===== src/rtl/sdmmc_regbank.sv =====
module sdmmc_regbank #(
  parameter int AW      = 10,
  parameter int CNT_W   = 16,
  parameter int STICK_W = 11,
  parameter int LIVE_W  = 11,
  parameter int IDX_W   = 6
) (
  input  logic              clk,
  input  logic              rst_n,
  input  logic              bus_sel,
  input  logic              bus_wr,
  input  logic [AW-1:0]     bus_addr,
  input  logic [31:0]       bus_wdata,
  output logic [31:0]       bus_rdata,
  output logic [7:0]        pwr_level,
  output logic [7:0]        clk_cfg,
  output logic [31:0]       cmd_arg,
  output logic [10:0]       cmd_word,
  output logic              cmd_start,
  input  logic              rsp_valid,
  input  logic [IDX_W-1:0]  rsp_index,
  input  logic [127:0]      rsp_data,
  input  logic [STICK_W-1:0] evt_set,
  input  logic [LIVE_W-1:0] live_flags,
  output logic [31:0]       dtimer,
  output logic [CNT_W-1:0]  dlen,
  output logic [7:0]        dctrl,
  output logic              data_start,
  input  logic [CNT_W-1:0]  dcnt_in,
  input  logic              fifo_empty,
  input  logic [31:0]       fifo_rdata,
  output logic              fifo_rd_en,
  output logic              fifo_wr_en,
  output logic [31:0]       fifo_wdata,
  output logic              poll_strobe,
  output logic              irq0,
  output logic              irq1
);
  localparam int ST_W = STICK_W + LIVE_W;
  localparam logic [AW-1:0] A_PWR  = AW'(8'h00 >> 2);
  localparam logic [AW-1:0] A_CLK  = AW'(8'h04 >> 2);
  localparam logic [AW-1:0] A_ARG  = AW'(8'h08 >> 2);
  localparam logic [AW-1:0] A_CMD  = AW'(8'h0C >> 2);
  localparam logic [AW-1:0] A_RIDX = AW'(8'h10 >> 2);
  localparam logic [AW-1:0] A_RSP0 = AW'(8'h14 >> 2);
  localparam logic [AW-1:0] A_RSP1 = AW'(8'h18 >> 2);
  localparam logic [AW-1:0] A_RSP2 = AW'(8'h1C >> 2);
  localparam logic [AW-1:0] A_RSP3 = AW'(8'h20 >> 2);
  localparam logic [AW-1:0] A_DTMR = AW'(8'h24 >> 2);
  localparam logic [AW-1:0] A_DLEN = AW'(8'h28 >> 2);
  localparam logic [AW-1:0] A_DCTL = AW'(8'h2C >> 2);
  localparam logic [AW-1:0] A_DCNT = AW'(8'h30 >> 2);
  localparam logic [AW-1:0] A_STAT = AW'(8'h34 >> 2);
  localparam logic [AW-1:0] A_CLR  = AW'(8'h38 >> 2);
  localparam logic [AW-1:0] A_MSK0 = AW'(8'h3C >> 2);
  localparam logic [AW-1:0] A_MSK1 = AW'(8'h40 >> 2);
  localparam logic [AW-1:0] A_FCNT = AW'(8'h48 >> 2);

  logic [STICK_W-1:0] sticky_q;
  logic [31:0]        mask0_q, mask1_q;
  logic [31:0]        rsp_q [4];
  logic [IDX_W-1:0]   ridx_q;
  logic [31:0]        status;
  logic [31:0]        id_byte;
  logic [CNT_W+1:0]   word_cnt;
  logic               wr, rd, fifo_win, id_win, clr_hit;

  assign wr       = bus_sel & bus_wr;
  assign rd       = bus_sel & ~bus_wr;
  assign fifo_win = bus_addr[AW-1:4] == (AW-4)'(2);
  assign id_win   = &bus_addr[AW-1:3];
  assign clr_hit  = wr && bus_addr == A_CLR;

  assign status   = 32'({live_flags, sticky_q});
  assign word_cnt = ((CNT_W+2)'(dcnt_in) + (CNT_W+2)'(3)) >> 2;

  assign fifo_wr_en = wr & fifo_win & (dcnt_in != '0);
  assign fifo_rd_en = rd & fifo_win & ~fifo_empty;
  assign fifo_wdata = bus_wdata;

  assign irq0 = |(status & mask0_q);
  assign irq1 = |(status & mask1_q);

  always_comb begin
    case (bus_addr[2:0])
      3'd0: id_byte = 32'h81;
      3'd1: id_byte = 32'h11;
      3'd2: id_byte = 32'h04;
      3'd3: id_byte = 32'h00;
      3'd4: id_byte = 32'h0D;
      3'd5: id_byte = 32'hF0;
      3'd6: id_byte = 32'h05;
      default: id_byte = 32'hB1;
    endcase
  end

  always_comb begin
    bus_rdata = '0;
    if (rd) begin
      if (id_win) bus_rdata = id_byte;
      else if (fifo_win) bus_rdata = fifo_empty ? '0 : fifo_rdata;
      else begin
        case (bus_addr)
          A_PWR:  bus_rdata = 32'(pwr_level);
          A_CLK:  bus_rdata = 32'(clk_cfg);
          A_ARG:  bus_rdata = cmd_arg;
          A_CMD:  bus_rdata = 32'(cmd_word);
          A_RIDX: bus_rdata = 32'(ridx_q);
          A_RSP0: bus_rdata = rsp_q[0];
          A_RSP1: bus_rdata = rsp_q[1];
          A_RSP2: bus_rdata = rsp_q[2];
          A_RSP3: bus_rdata = rsp_q[3];
          A_DTMR: bus_rdata = dtimer;
          A_DLEN: bus_rdata = 32'(dlen);
          A_DCTL: bus_rdata = 32'(dctrl);
          A_DCNT: bus_rdata = 32'(dcnt_in);
          A_STAT: bus_rdata = status;
          A_MSK0: bus_rdata = mask0_q;
          A_MSK1: bus_rdata = mask1_q;
          A_FCNT: bus_rdata = 32'(word_cnt);
          default: bus_rdata = '0;
        endcase
      end
    end
  end

  always_ff @(posedge clk) begin
    if (!rst_n) begin
      pwr_level   <= '0;
      clk_cfg     <= '0;
      cmd_arg     <= '0;
      cmd_word    <= '0;
      dtimer      <= '0;
      dlen        <= '0;
      dctrl       <= '0;
      mask0_q     <= '0;
      mask1_q     <= '0;
      cmd_start   <= 1'b0;
      data_start  <= 1'b0;
      poll_strobe <= 1'b0;
    end else begin
      cmd_start   <= wr && bus_addr == A_CMD && bus_wdata[10];
      data_start  <= wr && bus_addr == A_DCTL && bus_wdata[0];
      poll_strobe <= rd && (bus_addr == A_STAT || bus_addr == A_FCNT);
      if (wr) begin
        case (bus_addr)
          A_PWR:  pwr_level <= bus_wdata[7:0];
          A_CLK:  clk_cfg   <= bus_wdata[7:0];
          A_ARG:  cmd_arg   <= bus_wdata;
          A_CMD:  cmd_word  <= {1'b0, bus_wdata[9:0]};
          A_DTMR: dtimer    <= bus_wdata;
          A_DLEN: dlen      <= bus_wdata[CNT_W-1:0];
          A_DCTL: dctrl     <= bus_wdata[7:0];
          A_MSK0: mask0_q   <= bus_wdata;
          A_MSK1: mask1_q   <= bus_wdata;
          default: ;
        endcase
      end
    end
  end

  always_ff @(posedge clk) begin
    if (!rst_n) sticky_q <= '0;
    else sticky_q <= (sticky_q & ~(clr_hit ? bus_wdata[STICK_W-1:0] : '0)) | evt_set;
  end

  genvar g;
  generate
    for (g = 0; g < 4; g++) begin : g_rsp
      always_ff @(posedge clk) begin
        if (!rst_n) rsp_q[g] <= '0;
        else if (rsp_valid) rsp_q[g] <= rsp_data[32*g +: 32];
      end
    end
  endgenerate

  always_ff @(posedge clk) begin
    if (!rst_n) ridx_q <= '0;
    else if (rsp_valid) ridx_q <= rsp_index;
  end
endmodule


===== config.mk =====
export PLATFORM = sky130hd
export DESIGN_NAME = sdmmc_regbank
export DESIGN_NICKNAME = d
export VERILOG_FILES = /design/src/rtl/sdmmc_regbank.sv
export SDC_FILE = /design/constraint.sdc
export NUM_CORES = 1
export LEC_CHECK = 0
export BUFFER_PORTS_ARGS = -buffer_cell sky130_fd_sc_hd__buf_2
export CAP_MARGIN = 40
export CORE_ASPECT_RATIO = 0.9
export CORE_MARGIN = 5
export CORE_UTILIZATION = 25
export DETAILED_ROUTE_END_ITERATION = 6
export GPL_ROUTABILITY_DRIVEN = 1
export PLACE_DENSITY_LB_ADDON = 0.2
export SLEW_MARGIN = 15
export SYNTH_ARGS = -nofsm -noshare
export SYNTH_HDL_FRONTEND = slang
export SYNTH_SLANG_ARGS = --single-unit

===== constraint.sdc =====
create_clock -name clk -period 7.3 [get_ports clk]
set_clock_uncertainty 0.15 [all_clocks]
set_input_delay 1.46 -clock clk [delete_from_list [all_inputs] [get_ports clk]]
set_output_delay 1.46 -clock clk [all_outputs]
set_load 0.02 [all_outputs]

Yosys cells after proc, flatten, opt, wreduce, memory -nomap -nowiden
Memories as Yosys holds them, arrays and structs flattened.
Cells that the tools add are included.
{"block": "totals", "mem_bits_rw": 128, "n_memories": 1, "inputBits": 252, "register_bits": 198}
{"name": "rsp_q", "words": 4, "width": 32, "rd": 4, "rd_ports_with_merged_regs": 0, "wr": 4, "line_no": "61", "text": "logic [31:0] rsp_q [4];"}
{"block": "classes", "add_sub_neg": 1, "n_eq_ne": 24, "n_bitwise": 17, "n_mux": 15, "reduce_logical": 22}
{"cell": "32-bit one-hot mux with 17 select lines", "n": 1}
{"cell": "32-bit 2-to-1 mux", "n": 8}
{"cell": "10-bit by 4-bit == test with 1-bit output, second input constant", "n": 8}
{"cell": "22-bit by 32-bit bitwise AND with 32-bit output", "n": 2}
{"cell": "32-bit OR reduction", "n": 2}
{"cell": "8-bit one-hot mux with 7 select lines", "n": 1}
{"cell": "10-bit by 3-bit == test with 1-bit output, second input constant", "n": 4}
{"cell": "10-bit by 2-bit == test with 1-bit output, second input constant", "n": 2}
{"cell": "10-bit by 5-bit == test with 1-bit output, second input constant", "n": 2}
{"cell": "2-bit AND reduction", "n": 9}
{"cell": "16-bit by 2-bit adder with 17-bit output, second input constant", "n": 1}
{"cell": "16-bit nonzero test", "n": 1}
{"cell": "11-bit bitwise AND", "n": 1}
{"cell": "11-bit 2-to-1 mux", "n": 1}
{"cell": "11-bit NOT", "n": 1}
{"cell": "11-bit bitwise OR", "n": 1}
{"cell": "10-bit by 1-bit == test with 1-bit output, second input constant", "n": 1}
{"cell": "10-bit logical NOT", "n": 1}
{"cell": "3-bit == test, second input constant", "n": 3}
{"cell": "7-bit AND reduction", "n": 1}
{"cell": "1-bit bitwise AND", "n": 6}
{"cell": "3-bit by 2-bit == test with 1-bit output, second input constant", "n": 2}
{"cell": "6-bit by 2-bit == test with 1-bit output, second input constant", "n": 1}
{"cell": "1-bit logical AND", "n": 6}
{"cell": "6 further kinds", "n": 13}

Depth between registers and ports, before layout
Gate-level depths: netlist of run 1.
{"block": "logic_depth", "ltp_word": 6, "depth_mapped": 9}

Least setup slack after synthesis of run 1
OpenSTA, ideal clock, no wires.
{"block": "synth_timing", "path_kind": "input to register", "from": "input rsp_valid", "to": "memory rsp_q[0][0] (enable)", "arrival_time_ps": 5187, "setup_ps": 510, "slack_ps": 1453, "path_stages": 3, "cell_sequence": "clkbuf_1 -> clkbuf_1 -> nand2b_1"}
{"element": "start, declared", "line_no": "20", "text": "input logic rsp_valid,"}
{"element": "end, declared", "line_no": "61"}

Final worst setup path of run 1
{"block": "layout_timing", "from": "input bus_addr[0]", "to": "output bus_rdata[9]"}
{"block": "layout_between", "elab_chain_cells": 5, "elab_cells_between_ends": 21}
{"element": "start, declared", "line_no": "12", "text": "input logic [AW-1:0] bus_addr,"}
{"element": "10-bit by 5-bit == test with 1-bit output (tied with other cells)", "line_no": "103", "text": "case (bus_addr)"}
{"element": "32-bit one-hot mux with 17 select lines *", "line_no": "103"}
{"element": "32-bit 2-to-1 mux *", "line_no": "101", "text": "else if (fifo_win) bus_rdata = fifo_empty ? '0 : fifo_rdata;"}
{"element": "32-bit 2-to-1 mux *", "line_no": "100", "text": "if (id_win) bus_rdata = id_byte;"}
{"element": "32-bit 2-to-1 mux *", "line_no": "99", "text": "if (rd) begin"}
{"element": "end, declared", "line_no": "14", "text": "output logic [31:0] bus_rdata,"}
Every way passes the cells marked *; elsewhere a longest branch is shown, timed or not.

==> results.ini, run 1 <==
[place]
io_buffers = 436
routabilityCongestion = 0.979
dpl.hpwl_um = 71800
dp_slack_ns = 1.23
numPlacedInstances = 2950

[clock_tree]
htreeDepth = 2
postCtsHoldBufs = 0
clock_sinks = 326
cts_root_buffer = clkbuf_16
cts_tree = built
post-cts-setup-buffers = 0
clk_pin_slew_worst_paths_ns = 0.06
cts_made_buffers = 40
insertion_delay_ns = 0.56
cts_resized = 0
clockBufferDepth = 3

[yosys]
yosys.area.top_type = dfxtp_1
syn_inst = 1772
synth_nets = 2024
ys_top_cells_by_area = dfxtp_1 (24%), edfxtp_1 (23%), nand2_1 (7.5%)
ys_ff_latch = 326
yosysUniqueCellTypes = 74
syn_area_um2 = 16800
synth-edff-count = 128
ys.flop_type = dfxtp_1
ys_seq_area_frac = 0.466
synth_top_area_frac = 0.236
syn_avg_cell_area_um2 = 9.46
async_flop_share = 0
ys.warnings.count = 0

[global_routing]
grt_use_total = 0.241
grt_pass1_wl_um = 127000
gr-total-overflow = 0
grt_antenna_before_repair = 5
grt_max_degree = 145
grt_pass1_vias = 15850

[route]
vias = 16133
wl_per_cell_um = 30.4
drt_iter0_markers = 2020
wl_um = 92000
ant_nets = 0
dr.pass1.iters = 7
vias_per_cell = 5.33
drc_errors = 16

[worst_setup_path]
cp_max_fo = 27
r2r_cells = 2
critPathKind = in -> out
required_ns = 5.69
r2r-end = sticky_q[0]
reg2reg_slack_ns = 6.09
timing.rr.start = sticky_q[0]
crit_path_end_kind = output port
start_kind = input pin
arrival_ns = 4.58

[final_layout]
synthToLayoutAreaGrowth_pct = 25.7
stdcell_count = 3026
nets = 2371
drive_gt1_frac = 0.281

[sta]
post-route-worst-setup-slack_ns = 1.11
setup_violations = 0
max_slew_margin = 0.381
max_freq_mhz = 162
worst_pin_slew_ns = 0.928
slew_viol_final = 0
fin_crit_ns = 6.19
tns_ns = 0
fin_crit_sh = 0.848
rsz0062_at_grt = no
final_hold_viol_count = 0

[floorplanning]
num_io_pins = 438
dieArea_um2 = 72400
die_y_um = 256
placementRows = 90
die_w_um = 283
start_util = 0.251
coreArea_um2 = 66800

[min_path]
hold_end = mask0_q[29]
holdPathStages = 2
worstHoldStart = mask0_q[29]
hold_class = reg -> reg

[power]
total_leakage_power_nw = 8.59
power_density_nw_per_um2 = 216
irDropWorstVdd_mv = 0.133

[run_status]
run_status = finished with violations
violations = design-rule violations

[run]
cap_violations = 0

sequential cells by signal, indices dropped and copies added (netlist names), 6 cells and up:
name / count
dctrl: 8
pwr_level: 8
sticky_q: 11
clk_cfg: 8
cmd_arg: 32
ridx_q: 6
dtimer: 32
mask0_q: 32
rsp_q: 128
mask1_q: 32
dlen: 16
cmd_word: 10
worst max-delay path, cell delays in order:
cell	delay, ns
buf_2	0.61
buf_4	0.40
nand3_1	0.33
or3_1	0.63
o21ai_1	0.27
a211oi_1	0.09
a221oi_2	0.49
buf_2	0.26
layer usage:
layer / vias up / wire length (um) / GRT usage
li1: 7142 / - / -
met5: - / 41 / 0
met3: 99 / 7800 / 0.0540
met4: 6 / 1770 / 0.0506
met2: 827 / 40500 / 0.369
met1: 8059 / 41900 / 0.349
through the flow:
step / utilization / area, um^2 / hold slack (ns) / power, mW
2_1_floorplan: - / 16800 / 0.284 / 2.23
3_3_place_gp: 0.292 / 19500 / 0.290 / 2.49
3_5_place_dp: 0.294 / 19700 / 0.299 / 2.49
4_1_cts: 0.315 / 21100 / 0.308 / 4.59
5_1_grt: 0.316 / 21100 / 0.338 / 4.70
6_report: 0.316 / 21100 / 0.311 / 4.56
report_power, final:
| group | internal, mW | switching, mW | total [mW] |
|---|---|---|---|
| Combinational | 0.150 | 0.283 | 0.434 |
| Clock | 1.26 | 0.833 | 2.09 |
| Sequential | 1.96 | 0.0653 | 2.03 |
layout by cell type, fill, tap and decap left out, types with 21 or more instances in the layout:
master and n:
nor2b_1 44, buf_2 434, o21ai_0 23, nor2_1 30
nand2_1 334, a21boi_1 115, nand2b_1 21, a21boi_0 49
a221oi_1 24, nand3_1 36, dfxtp_1 198, mux2i_1 101
a21oi_1 40, and3_1 134, edfxtp_1 128, a22oi_1 43
buf_4 49, clkbuf_16 42
cells by family after synthesis:
logic type / Yosys count / synth area share
multiplexers: 119 / 0.0751
XOR/XNOR: 12 / 0.00627
AND/OR/NAND/NOR: 694 / 0.210
flip-flops: 326 / 0.466
buffers and inverters: 194 / 0.0557
other: 1 / 0.000224
AO/OA/AOI/OAI: 426 / 0.188
cells in the mapped netlist (all sizes together), types with 5 or more instances:
| cell type | instances |
|---|---|
| nand2 | 335 |
| dfxtp | 198 |
| a21boi | 164 |
| and3 | 134 |
| edfxtp | 128 |
| mux2i | 101 |
| buf | 94 |
| clkbuf | 94 |
| nor2b | 44 |
| a22oi | 43 |
| a21oi | 40 |
| nand3 | 36 |
| nor2 | 31 |
| o21ai | 28 |
| a221oi | 26 |
| nor3 | 24 |
| nand2b | 22 |
| nor4 | 17 |
| nand4 | 16 |
| o22ai | 15 |
| a211oi | 14 |
| mux2 | 14 |
| a31oi | 12 |
| o21a | 12 |
| a22o | 11 |
| o2bb2ai | 7 |
| xor2 | 7 |
| a311oi | 6 |
| inv | 6 |
| o211ai | 6 |
| a222oi | 5 |
| nand3b | 5 |
| o32ai | 5 |
| xnor2 | 5 |
worst max path at each step:
stage,from,endpoint,slack (ns),depth (start not counted)
floorplan,rsp_valid,rsp_q[0][0],1.45,3
global placement,bus_addr[2],bus_rdata[11],1.18,7
detailed placement,bus_addr[0],bus_rdata[9],1.23,8
CTS,bus_addr[0],bus_rdata[9],1.22,8
global route,bus_addr[0],bus_rdata[15],1.12,7
finish,bus_addr[0],bus_rdata[9],1.11,8
layout make-up:
type	count	area, um^2
repair buffers	493	2710
inverters	6	22.5
multi-input cells	1252	8060
diodes	1	2.50
fillers	7012	45700
flip-flops and latches	326	7810
well taps	874	1090
clock buffers	62	1210
clock inverters	12	180
No activity file was read; power rests on OpenSTA's default activity.
==> run 2, diff against run 1 <==
--- a/config.mk
+++ b/config.mk
@@ -5,6 +5,7 @@
 export SDC_FILE = /design/constraint.sdc
 export NUM_CORES = 1
 export LEC_CHECK = 0
+export ABC_AREA = 1
 export BUFFER_PORTS_ARGS = -buffer_cell sky130_fd_sc_hd__buf_2
 export CAP_MARGIN = 40
 export CORE_ASPECT_RATIO = 0.9
==> constraint.sdc (replaced) <==
create_clock -name clk -period 5.6 [get_ports clk]
set_clock_uncertainty 0.15 [all_clocks]
set_input_delay 1.12 -clock clk [delete_from_list [all_inputs] [get_ports clk]]
set_output_delay 1.12 -clock clk [all_outputs]
set_load 0.02 [all_outputs]
==> run 2 against run 1 <==
- the flow now finishes without violations
- worst setup slack got worse by 0.50 ns
- sequential cell count unchanged
- die area down 1.4%
- critical path depth increased by 5
- synthesized cell count grew 29%
- via count up 6.5%
- register-to-register slack got worse by 1.6 ns
- hold slack worse by 0.011 ns
- first-iteration DRC count down 12%
- cell count grew 18%
- total power up 28%
- sequential power grew 28%
- critical path type unchanged
- largest cell class is now sequential cells
- largest power group unchanged
- highest routed layer unchanged
==> results.ini, run 2 <==
[final_layout]
layout_common_cells = buf_2 (436), nand2_1 (395), inv_1 (338), nor2_1 (306), a21oi_1 (235)
seqCellArea_um2 = 7810
stdcell_count = 3577
regMostFlops = rsp_q
largest_reg_flops = 128
synthToLayoutAreaGrowth_pct = 26.8
multi_input_area_um2 = 6690
drive_gt1_frac = 0.219
fillCellCount = 7125
design_area_um2 = 21000
nets = 2927
layout_commonest_cell = buf_2
finish.utilization = 0.320

[yosys]
ys_top_cells_by_area = dfxtp_1 (24%), edfxtp_1 (23%), nand2_1 (9.0%)
ys_ff_latch = 326
synth_most_common_cell = nand2_1
async_flop_share = 0
yosys.area.top_type = dfxtp_1
synth_top_area_frac = 0.240
ys.flop_type = dfxtp_1
syn_inst = 2292
ys.warnings.count = 0
syn_area_um2 = 16500
yosysUniqueCellTypes = 39
synth_nets = 2544
synth-edff-count = 128
ys_top_cells_by_count = nand2_1 (398), inv_1 (338), nor2_1 (307)
syn_avg_cell_area_um2 = 7.21
ys_seq_area_frac = 0.472

[place]
placed_area_um2 = 19500
dp_slack_ns = 0.617
routabilityCongestion = 0.959
io_buffers = 436
numPlacedInstances = 3493
dpl.hpwl_um = 65700

[sta]
slew_viol_final = 0
worst_pin_slew_ns = 0.804
tns_ns = 0
rsz0062_at_grt = no
hold_slack_ns = 0.300
final_hold_viol_count = 0
setup_violations = 0
max_freq_mhz = 201
max_slew_margin = 0.464
fin_crit_ns = 4.98
fin_crit_sh = 0.890
post-route-worst-setup-slack_ns = 0.616

[worst_setup_path]
crit_family = simple AND/OR/NAND/NOR gates
crit_slowest_cell = nand2_2
crit_buf_inv = 3
r2r-end = sticky_q[10]
start_kind = input pin
required_ns = 4.33
reg2reg_slack_ns = 4.52
crit_chain = buf_2 -> nor2_2 -> nand2_1 -> nor2_4 -> nand2_2 -> inv_2 -> nand2_1 -> nand2_1 -> nor2_1 -> nand2_1 -> nor2_1 -> a21oi_1 -> buf_2
critical_path.most_common_cell = nand2_1
max_stage_delay_ns = 0.38
cp_num_cells = 13
r2r_cells = 2
arrival_ns = 3.71
critPathKind = in -> out
crit_path_end_kind = output port
crit_start = bus_addr[1]
cp_max_fo = 17
timing.rr.start = sticky_q[10]
crit_path_end = bus_rdata[11]

[min_path]
hold_class = reg -> reg
holdPathStages = 2

[power]
total_leakage_power_nw = 10.0
total_power_mw = 5.84
power_density_nw_per_um2 = 279
irDropWorstVdd_mv = 0.188

[floorplanning]
coreArea_um2 = 65600
num_io_pins = 438
dieArea_um2 = 71400
placementRows = 89
start_util = 0.252
die_w_um = 281
die_y_um = 254

[clock_tree]
htreeDepth = 2
insertion_delay_ns = 0.56
postCtsHoldBufs = 0
post-cts-setup-buffers = 0
cts_tree = built
cts_made_buffers = 42
clk_pin_slew_worst_paths_ns = 0.05
clockBufferDepth = 3
cts_root_buffer = clkbuf_16
cts_resized = 0
clock_sinks = 326

[run_status]
run_status = finished clean

[global_routing]
grt_pass1_vias = 16499
grt_antenna_before_repair = 14
grt_max_degree = 87
grt_use_total = 0.224
grt_pass1_wl_um = 117000
gr-total-overflow = 0

[route]
vias_per_cell = 4.80
drt_iter0_markers = 1773
wl_per_cell_um = 23.3
vias = 17184
drc_errors = 0
wl_um = 83400
dr.pass1.iters = 5
ant_nets = 0

[run]
cap_violations = 0

-- run 2: routing by layer --
layer | vias up | part of all wire | routed length, um | GRT usage
met1 | 8184 | 0.47 | 39400 | 0.334
met5 | - | 0.00046 | 38 | 0
met4 | 6 | 0.021 | 1780 | 0.0501
li1 | 8171 | - | - | -
met2 | 723 | 0.42 | 34800 | 0.324
met3 | 100 | 0.089 | 7470 | 0.0570
-- run 2: area by class of cell --
type,count,area share
well taps,864,0.0516
diodes,6,0.000716
repair buffers,489,0.126
clock inverters,19,0.0104
inverters,349,0.0625
clock buffers,57,0.0574
flip-flops and latches,326,0.372
multi-input cells,1467,0.319
-- run 2: how the worst min path moves through the flow --
stage                           start     endpoint
after floorplan           mask1_q[31]  mask1_q[31]
after global placement    mask1_q[27]  mask1_q[27]
after detailed placement  mask1_q[27]  mask1_q[27]
after CTS                 mask1_q[27]  mask1_q[27]
after global routing      mask1_q[27]  mask1_q[27]
final                     mask1_q[27]  mask1_q[27]
-- run 2: logic make-up (layout without fill, tap and decap cells) --
family | count (synthesis) | count (layout) | share of synthesized area
AND/OR/NAND/NOR | 982 | 982 | 0.251
buffers and inverters | 499 | 914 | 0.124
AO/OA/AOI/OAI | 484 | 484 | 0.152
flip-flops | 326 | 326 | 0.472
other | 1 | 7 | 0.000227
-- run 2: worst min-delay path: stages, from the launching register on --
cell and delay, ns:
dfxtp_1 0.29, inv_1 0.05, a21oi_1 0.05
-- run 2: power by group --
part,internal [mW],switching (mW)
clock network,1.70,1.12
registers,2.56,0.0377
logic,0.129,0.297
total,4.38,1.46
